$ cat config.mk
export PLATFORM = sky130hd
export DESIGN_NAME = alu_core
export DESIGN_NICKNAME = d
export VERILOG_FILES = /design/src/rtl/alu_pkg.sv /design/src/rtl/alu_fulladd.sv /design/src/rtl/alu_ctrl.sv /design/src/rtl/alu_datapath.sv /design/src/rtl/alu_core.sv
export SDC_FILE = /design/constraint.sdc
export NUM_CORES = 1
export LEC_CHECK = 0
export ABC_AREA = 1
export BUFFER_PORTS_ARGS = -buffer_cell sky130_fd_sc_hd__buf_2
export CAP_MARGIN = 20
export CORE_MARGIN = 2
export CORE_UTILIZATION = 30
export DETAILED_ROUTE_END_ITERATION = 8
export PLACE_DENSITY = 0.65
export SETUP_SLACK_MARGIN = 0.4
export SLEW_MARGIN = 20
export SYNTH_ARGS = -nofsm -noshare
export SYNTH_HDL_FRONTEND = slang
export SYNTH_SLANG_ARGS = --single-unit
$ cat constraint.sdc
create_clock -name vclk -period 25.4
set_clock_uncertainty 0.15 [all_clocks]
set_input_delay 2.54 -clock vclk [all_inputs]
set_output_delay 2.54 -clock vclk [all_outputs]
set_load 0.01 [all_outputs]
$ cat src/rtl/alu_pkg.sv
package alu_pkg;
  localparam logic [4:0] OP_AND = 5'b00000;
  localparam logic [4:0] OP_OR  = 5'b00001;
  localparam logic [4:0] OP_ADD = 5'b00010;
  localparam logic [4:0] OP_SUB = 5'b00110;
  localparam logic [4:0] OP_SLT = 5'b00111;
  localparam logic [4:0] OP_NOR = 5'b01100;

  typedef struct packed {
    logic selAnd;
    logic selOr;
    logic selNor;
    logic selSum;
    logic selSlt;
    logic invertB;
  } aluCtrl_t;
endpackage

$ cat src/rtl/alu_fulladd.sv
module alu_fulladd (
  input  logic a,
  input  logic b,
  input  logic cin,
  output logic sum,
  output logic cout
);
  logic halfSum;
  assign halfSum = a ^ b;
  assign sum     = halfSum ^ cin;
  assign cout    = (a & b) | (cin & halfSum);
endmodule

$ cat src/rtl/alu_ctrl.sv
module alu_ctrl
  import alu_pkg::*;
(
  input  logic [4:0] opCode,
  output aluCtrl_t   ctrl
);
  always_comb begin
    ctrl = '0;
    case (opCode)
      OP_AND: ctrl.selAnd = 1'b1;
      OP_OR:  ctrl.selOr  = 1'b1;
      OP_NOR: ctrl.selNor = 1'b1;
      OP_ADD: ctrl.selSum = 1'b1;
      OP_SUB: begin
        ctrl.selSum  = 1'b1;
        ctrl.invertB = 1'b1;
      end
      OP_SLT: begin
        ctrl.selSlt  = 1'b1;
        ctrl.invertB = 1'b1;
      end
      default: ctrl = '0;
    endcase
  end

  // at most one source may drive the result
  always_comb begin
    AST_ONE_SOURCE: assert ($onehot0({ctrl.selAnd, ctrl.selOr, ctrl.selNor, ctrl.selSum, ctrl.selSlt}));
  end
endmodule

$ cat src/rtl/alu_datapath.sv
module alu_datapath
  import alu_pkg::*;
#(
  parameter int WIDTH = 32
) (
  input  logic [WIDTH-1:0] opA,
  input  logic [WIDTH-1:0] opB,
  input  aluCtrl_t         ctrl,
  output logic [WIDTH-1:0] result
);
  localparam int MSB = WIDTH - 1;

  logic [WIDTH-1:0] bFeed;
  logic [WIDTH-1:0] sumVec;
  logic [WIDTH:0]   carry;
  logic             overflow;
  logic             lessThan;

  assign bFeed    = ctrl.invertB ? ~opB : opB;
  assign carry[0] = ctrl.invertB;

  for (genvar i = 0; i < WIDTH; i++) begin : g_ripple
    alu_fulladd fa_i (
      .a   (opA[i]),
      .b   (bFeed[i]),
      .cin (carry[i]),
      .sum (sumVec[i]),
      .cout(carry[i+1])
    );
  end

  assign overflow = carry[WIDTH] ^ carry[MSB];
  assign lessThan = sumVec[MSB] ^ overflow;

  always_comb begin
    result = ({WIDTH{ctrl.selAnd}} & (opA & opB))
           | ({WIDTH{ctrl.selOr}}  & (opA | opB))
           | ({WIDTH{ctrl.selNor}} & ~(opA | opB))
           | ({WIDTH{ctrl.selSum}} & sumVec)
           | ({WIDTH{ctrl.selSlt}} & {{MSB{1'b0}}, lessThan});
  end

  always_comb begin
    if (ctrl.selSum && !ctrl.invertB && opB == '0)
      AST_ADD_IDENTITY: assert (result == opA);
    if (ctrl.invertB && opA == opB)
      AST_SUB_SELF: assert (sumVec == '0 && carry[WIDTH]);
    if (ctrl.selSlt)
      AST_SLT_UPPER: assert (result[MSB:1] == '0);
    if (ctrl.selSlt && opA == opB)
      AST_SLT_EQUAL: assert (result == '0);
  end
endmodule

$ cat src/rtl/alu_core.sv
module alu_core
  import alu_pkg::*;
#(
  parameter int WIDTH = 32
) (
  input  logic [WIDTH-1:0] opA,
  input  logic [WIDTH-1:0] opB,
  input  logic [4:0]       opCode,
  output logic [WIDTH-1:0] result,
  output logic             zero
);
  aluCtrl_t ctrl;

  alu_ctrl ctrl_i (
    .opCode(opCode),
    .ctrl  (ctrl)
  );

  alu_datapath #(.WIDTH(WIDTH)) dp_i (
    .opA   (opA),
    .opB   (opB),
    .ctrl  (ctrl),
    .result(result)
  );

  assign zero = ~|result;

  always_comb begin
    if (zero)
      AST_ZERO_FLAG: assert ($countones(result) == 0);
    if (ctrl == '0)
      AST_IDLE_RESULT: assert (result == '0);
  end
endmodule

==> impl_results.md, run 1 <==
- Status: completed
- I/O Buffers: 102
- Vias in the first global route: 2908
- Clock buffer count: 0
- Row count: 33
- Relative slew margins: 50.6%
- Pin count of the biggest net entering global routing: 33
- Switching power: 30.8 uW
- Final Critical Period: 20.05 ns
- Die H: 97.1 microns
- Total track usage: 15.5%
- Req. time, crit path: 22.71 ns
- Worst slew pin tran: 0.740 ns
- I/O pin count: 102
- Crit-path max cell delay: 0.47 ns
- F_max: 0.0499 GHz
- Routed len/inst: 10.9 microns
- Cell area power density: 16.6 nW/um^2
- Core Region: 8300 sq um
- Num sequential: 0
- Critical Path AT: 17.36 ns
- Clock share of power: 0%
- Switching Share: 58.3%
- Setup CP Type: in -> out
- Post-route setup TNS: 0 ns
- CP Launch Type: primary input
- Post-layout power: 52.7 uW
- Hold path cells: 6
- Grt met3 use: 1.29%
- Initial Util: 31.3%
- Area Overhead vs Synth: 22.0%
- Int Pwr: 22.0 uW
- HP Start: opB[16]
- Hold Vio Cnt, Final: 0
- Crit path from: opCode[1]
- Top Usage Layer GRT: met2
- CP max-delay cell: fa_1
- Count of cell types in the netlist: 21
- GRT overflow: 0
- Hold-fix buffers, CTS: 0
- Antenna Cells: 0
- Syn_area_per_cell: 5.43 sq um
- Drt drc: 0
- DIE AREA: 9420 sq um
- Reg area: 0 sq um
- CP Max Fanout: 32
- Post-route ant nets: 0
- Mapped cell area: 2600 sq um
- Vias per cell: 4.37
- Critical path capture point type: output port
- Logic pwr share: 100.0%
- Post-CTS sizing: 0
- HPWL Detailed: 5960 microns
- Initial antenna violation count: 0
- Placer Congestion: 0.824
- Die width: 97.1 microns
- Vias: 2938
- RSZ-0062 raised after global routing: false
- Pleak: 0.00186 uW
- Cell mode on critical path: fa_1
- Met2 usage: 29.1%
- Seq pwr share: 0%
- Fin. max-slew vios: 0
- Initial DRC Count: 68
- Util after Layout: 38.2%
- VDD IR max: 0.00843 mV
- Hold Path Class: in -> out
- Endpoints failing setup: 0
- Fin crit share: 79.0%
- Drt pass-1 iters: 4
- Post-CTS Setup Bufs: 0
- Fin nets: 672
- Post-synthesis cell count: 478
- Global-route wire length before repair: 12800 microns
- Syn Nets: 581
- Share of post-route cells with drive strength above 1: 20.5%
- Sequential share of the synthesized area: 0%
- Final wirelength: 7300 microns
- Finished Layout Cells: 672
- Post-Place Cells: 672
- YS warnings: 0
- MaxCap Viol Count: 0
- Met1 usage: 20.4%
cells in the mapped netlist (2+ instances only):
cell / instances / share of area [%]
a21oi_1: 5 / 0.96
nand3_1: 6 / 1.2
ha_1: 2 / 0.96
fa_1: 32 / 25
nor2_1: 217 / 31
or2_0: 2 / 0.48
nand2_1: 79 / 11
or2_2: 5 / 1.2
nand4_1: 5 / 1.2
buf_4: 3 / 0.87
inv_1: 71 / 10
xnor2_1: 24 / 8.1
xor2_1: 7 / 2.4
buf_2: 11 / 2.1
nand3_2: 3 / 1.2
logic make-up (layout without fill, tap and decap cells):
group	after synthesis	count (layout)	share of synthesized area (%)
AO/OA/AOI/OAI	6	6	1.16
XOR/XNOR	31	31	10.5
adder cells (fa/ha/maj)	34	34	25.6
buffers and inverters	87	176	13.8
AND/OR/NAND/NOR	320	320	48.9
routing by layer:
layer  vias up  routed length, microns
li1       1560                       -
met1      1310                    3380
met2        66                    3570
met3         2                     331
met4         0                      17
met5         -                       0
power by group through the flow:
stage	Combinational [uW]	Sequential, uW	Clock [uW]
6_report	52.7	0	0
5_1_grt	62.4	0	0
3_3_place_gp	51.9	0	0
3_5_place_dp	53.5	0	0
4_1_cts	53.8	0	0
2_1_floorplan	34.0	0	0
final timing paths:
path,slack [ns],endpoint
hold / removal,5.39,result[16]
setup / recovery,5.35,zero
cell type report:
type	instances	area [sq um]
tap	105	131
fill	929	5130
timing repair buffer	104	526
inverter	72	270
multi-input combinational	391	2240
per-stage QoR:
stage | setup slack [ns] | hold WS (ns) | instance area (sq um)
finish | 5.35 | 5.39 | 3170
global route | 4.42 | 5.43 | 3170
CTS | 5.14 | 5.39 | 3170
detailed placement | 5.15 | 5.39 | 3170
global placement | 5.39 | 5.39 | 3170
floorplan | 6.04 | 5.12 | 2600
cell usage in the layout, fill, tap and decap left out, drive strengths merged, types with 2 or more instances in the layout:
cell   synthesis  final
a21oi          5      5
buf           15    104
fa            32     32
ha             2      2
inv           72     72
nand2         79     79
nand3          9      9
nand4          5      5
nor2         219    219
or2            7      7
xnor2         24     24
xor2           7      7
critical path, delay by kind of cell:
family | cells | cell delay, ns
AO/OA/AOI/OAI | 1 | 0.19
adder cells (fa/ha/maj) | 31 | 12.78
buffers and inverters | 6 | 0.92
AND/OR/NAND/NOR | 10 | 0.90
Note: power is estimated with default switching activity, not from simulation.
==> run 2: changes to the inputs <==
==> constraint.sdc (replaced) <==
create_clock -name vclk -period 20.3
set_clock_uncertainty 0.15 [all_clocks]
set_input_delay 2.03 -clock vclk [all_inputs]
set_output_delay 2.03 -clock vclk [all_outputs]
set_load 0.01 [all_outputs]
==> run 2 against run 1 <==
  * Die area unchanged
  * Global-route usage decreased by 0.33 points
  * Worst setup slack got worse by 3.9 ns
  * Combinational power increased by 24%
  * Hold slack got worse by 1.0 ns
  * Via count increased by 0.99%
  * Utilization unchanged
  * Non-clock buffer count unchanged
  * Sequential cell count unchanged
  * Critical path depth decreased by 1
  * Final cell count unchanged
  * Wire length decreased by 1.7%
==> impl_results.md, run 2 (same netlist as run 1, synthesis figures left out) <==
- Status: completed
- Total track usage: 15.2%
- Worst slew pin tran: 0.715 ns
- Area occupied by multi-input gates: 2240 sq um
- Post-CTS sizing: 0
- Fillcell total: 936
- Core Region: 8300 sq um
- Int Pwr: 27.4 uW
- Final wirelength: 7170 microns
- GRT overflow: 0
- Seq pwr share: 0%
- Endpoints failing setup: 0
- VDD IR max: 0.00971 mV
- Post-layout power: 65.6 uW
- Global-route wire length before repair: 12500 microns
- Drt pass-1 iters: 4
- Num sequential: 0
- Critical Path AT: 16.72 ns
- Vias per cell: 4.42
- Area Overhead vs Synth: 22.0%
- Post-route setup TNS: 0 ns
- Die width: 97.1 microns
- I/O Buffers: 102
- Row count: 33
- Clock buffer count: 0
- Critical path capture point type: output port
- Crit-path max cell delay: 0.48 ns
- Req. time, crit path: 18.12 ns
- Cell area power density: 20.7 nW/um^2
- Fin. max-slew vios: 0
- Util after Layout: 38.2%
- Routed len/inst: 10.7 microns
- Antenna Cells: 0
- Switching Share: 58.2%
- Initial Util: 31.3%
- Hold-fix buffers, CTS: 0
- Hold Slack: 4.37 ns
- Hold Path Class: in -> out
- Most frequent cells in the layout: nor2_1 (217), buf_2 (102), nand2_1 (78)
- Commonest non-fill, non-tap cell in the layout: nor2_1
- Post-Place Cells: 672
- Reg area: 0 sq um
- F_max: 0.0529 GHz
- Initial antenna violation count: 0
- CP Max Fanout: 5
- Placer Congestion: 0.813
- Pin count of the biggest net entering global routing: 33
- Relative slew margins: 52.3%
- Crit path max-delay family: adder cells
- Pleak: 0.00186 uW
- Final Critical Period: 18.90 ns
- Setup CP Type: in -> out
- Drt drc: 0
- I/O pin count: 102
- Post-CTS Setup Bufs: 0
- CP Launch Type: primary input
- HPWL Detailed: 5880 microns
- Logic pwr share: 100.0%
- Vias: 2967
- Fin nets: 672
- Finished Layout Cells: 672
- Crit path buf inv count: 5
- Clock share of power: 0%
- Vias in the first global route: 2801
- MaxCap Viol Count: 0
- Die H: 97.1 microns
- Fin crit share: 93.1%
- DIE AREA: 9420 sq um
- Initial DRC Count: 73
- RSZ-0062 raised after global routing: false
- Cell mode on critical path: fa_1
- Hold Vio Cnt, Final: 0
- Post-route ant nets: 0
- Switching power: 38.2 uW
- CP max-delay cell: fa_1
- Share of post-route cells with drive strength above 1: 20.5%
run 2: power by group through the flow:
stage	clock [uW]	sequential, uW	combinational (uW)
CTS	0	0	67.0
global route	0	0	77.4
finish	0	0	65.6
floorplan	0	0	42.5
global placement	0	0	64.9
detailed placement	0	0	66.6
run 2: stage by stage:
stage,area [sq um],setup slack (ns)
3_5_place_dp,3170,1.25
6_report,3170,1.40
5_1_grt,3170,0.545
2_1_floorplan,2600,1.96
4_1_cts,3170,1.24
3_3_place_gp,3170,1.53
run 2: layout make-up:
cell class	instances	area share [%]
Inverter	72	8.53
Multi-Input combinational cell	391	70.7
Tap cell	105	4.15
Timing Repair Buffer	104	16.6
run 2: final timing paths:
check	start	endpoint	slack, ns	depth (start not counted)
worst max-delay path	opCode[4]	zero	1.40	47
worst min-delay path	opB[26]	result[26]	4.37	6
run 2: metal layers:
| layer | track usage, % | part of all wire, % | up-vias | wire [microns] |
|---|---|---|---|---|
| met1 | 21.1 | 47 | 1335 | 3360 |
| met5 | 0 | 0 | - | 0 |
| met4 | 0 | 0 | 0 | 0 |
| met2 | 27.7 | 48 | 71 | 3470 |
| li1 | - | - | 1561 | - |
| met3 | 0.791 | 4.7 | 0 | 340 |
run 2: tightest hold or removal path, delay by kind of cell:
kind                   cells  cell delay [ns]
and+or+nand+nor            4             0.24
buffers and inverters      2             0.22
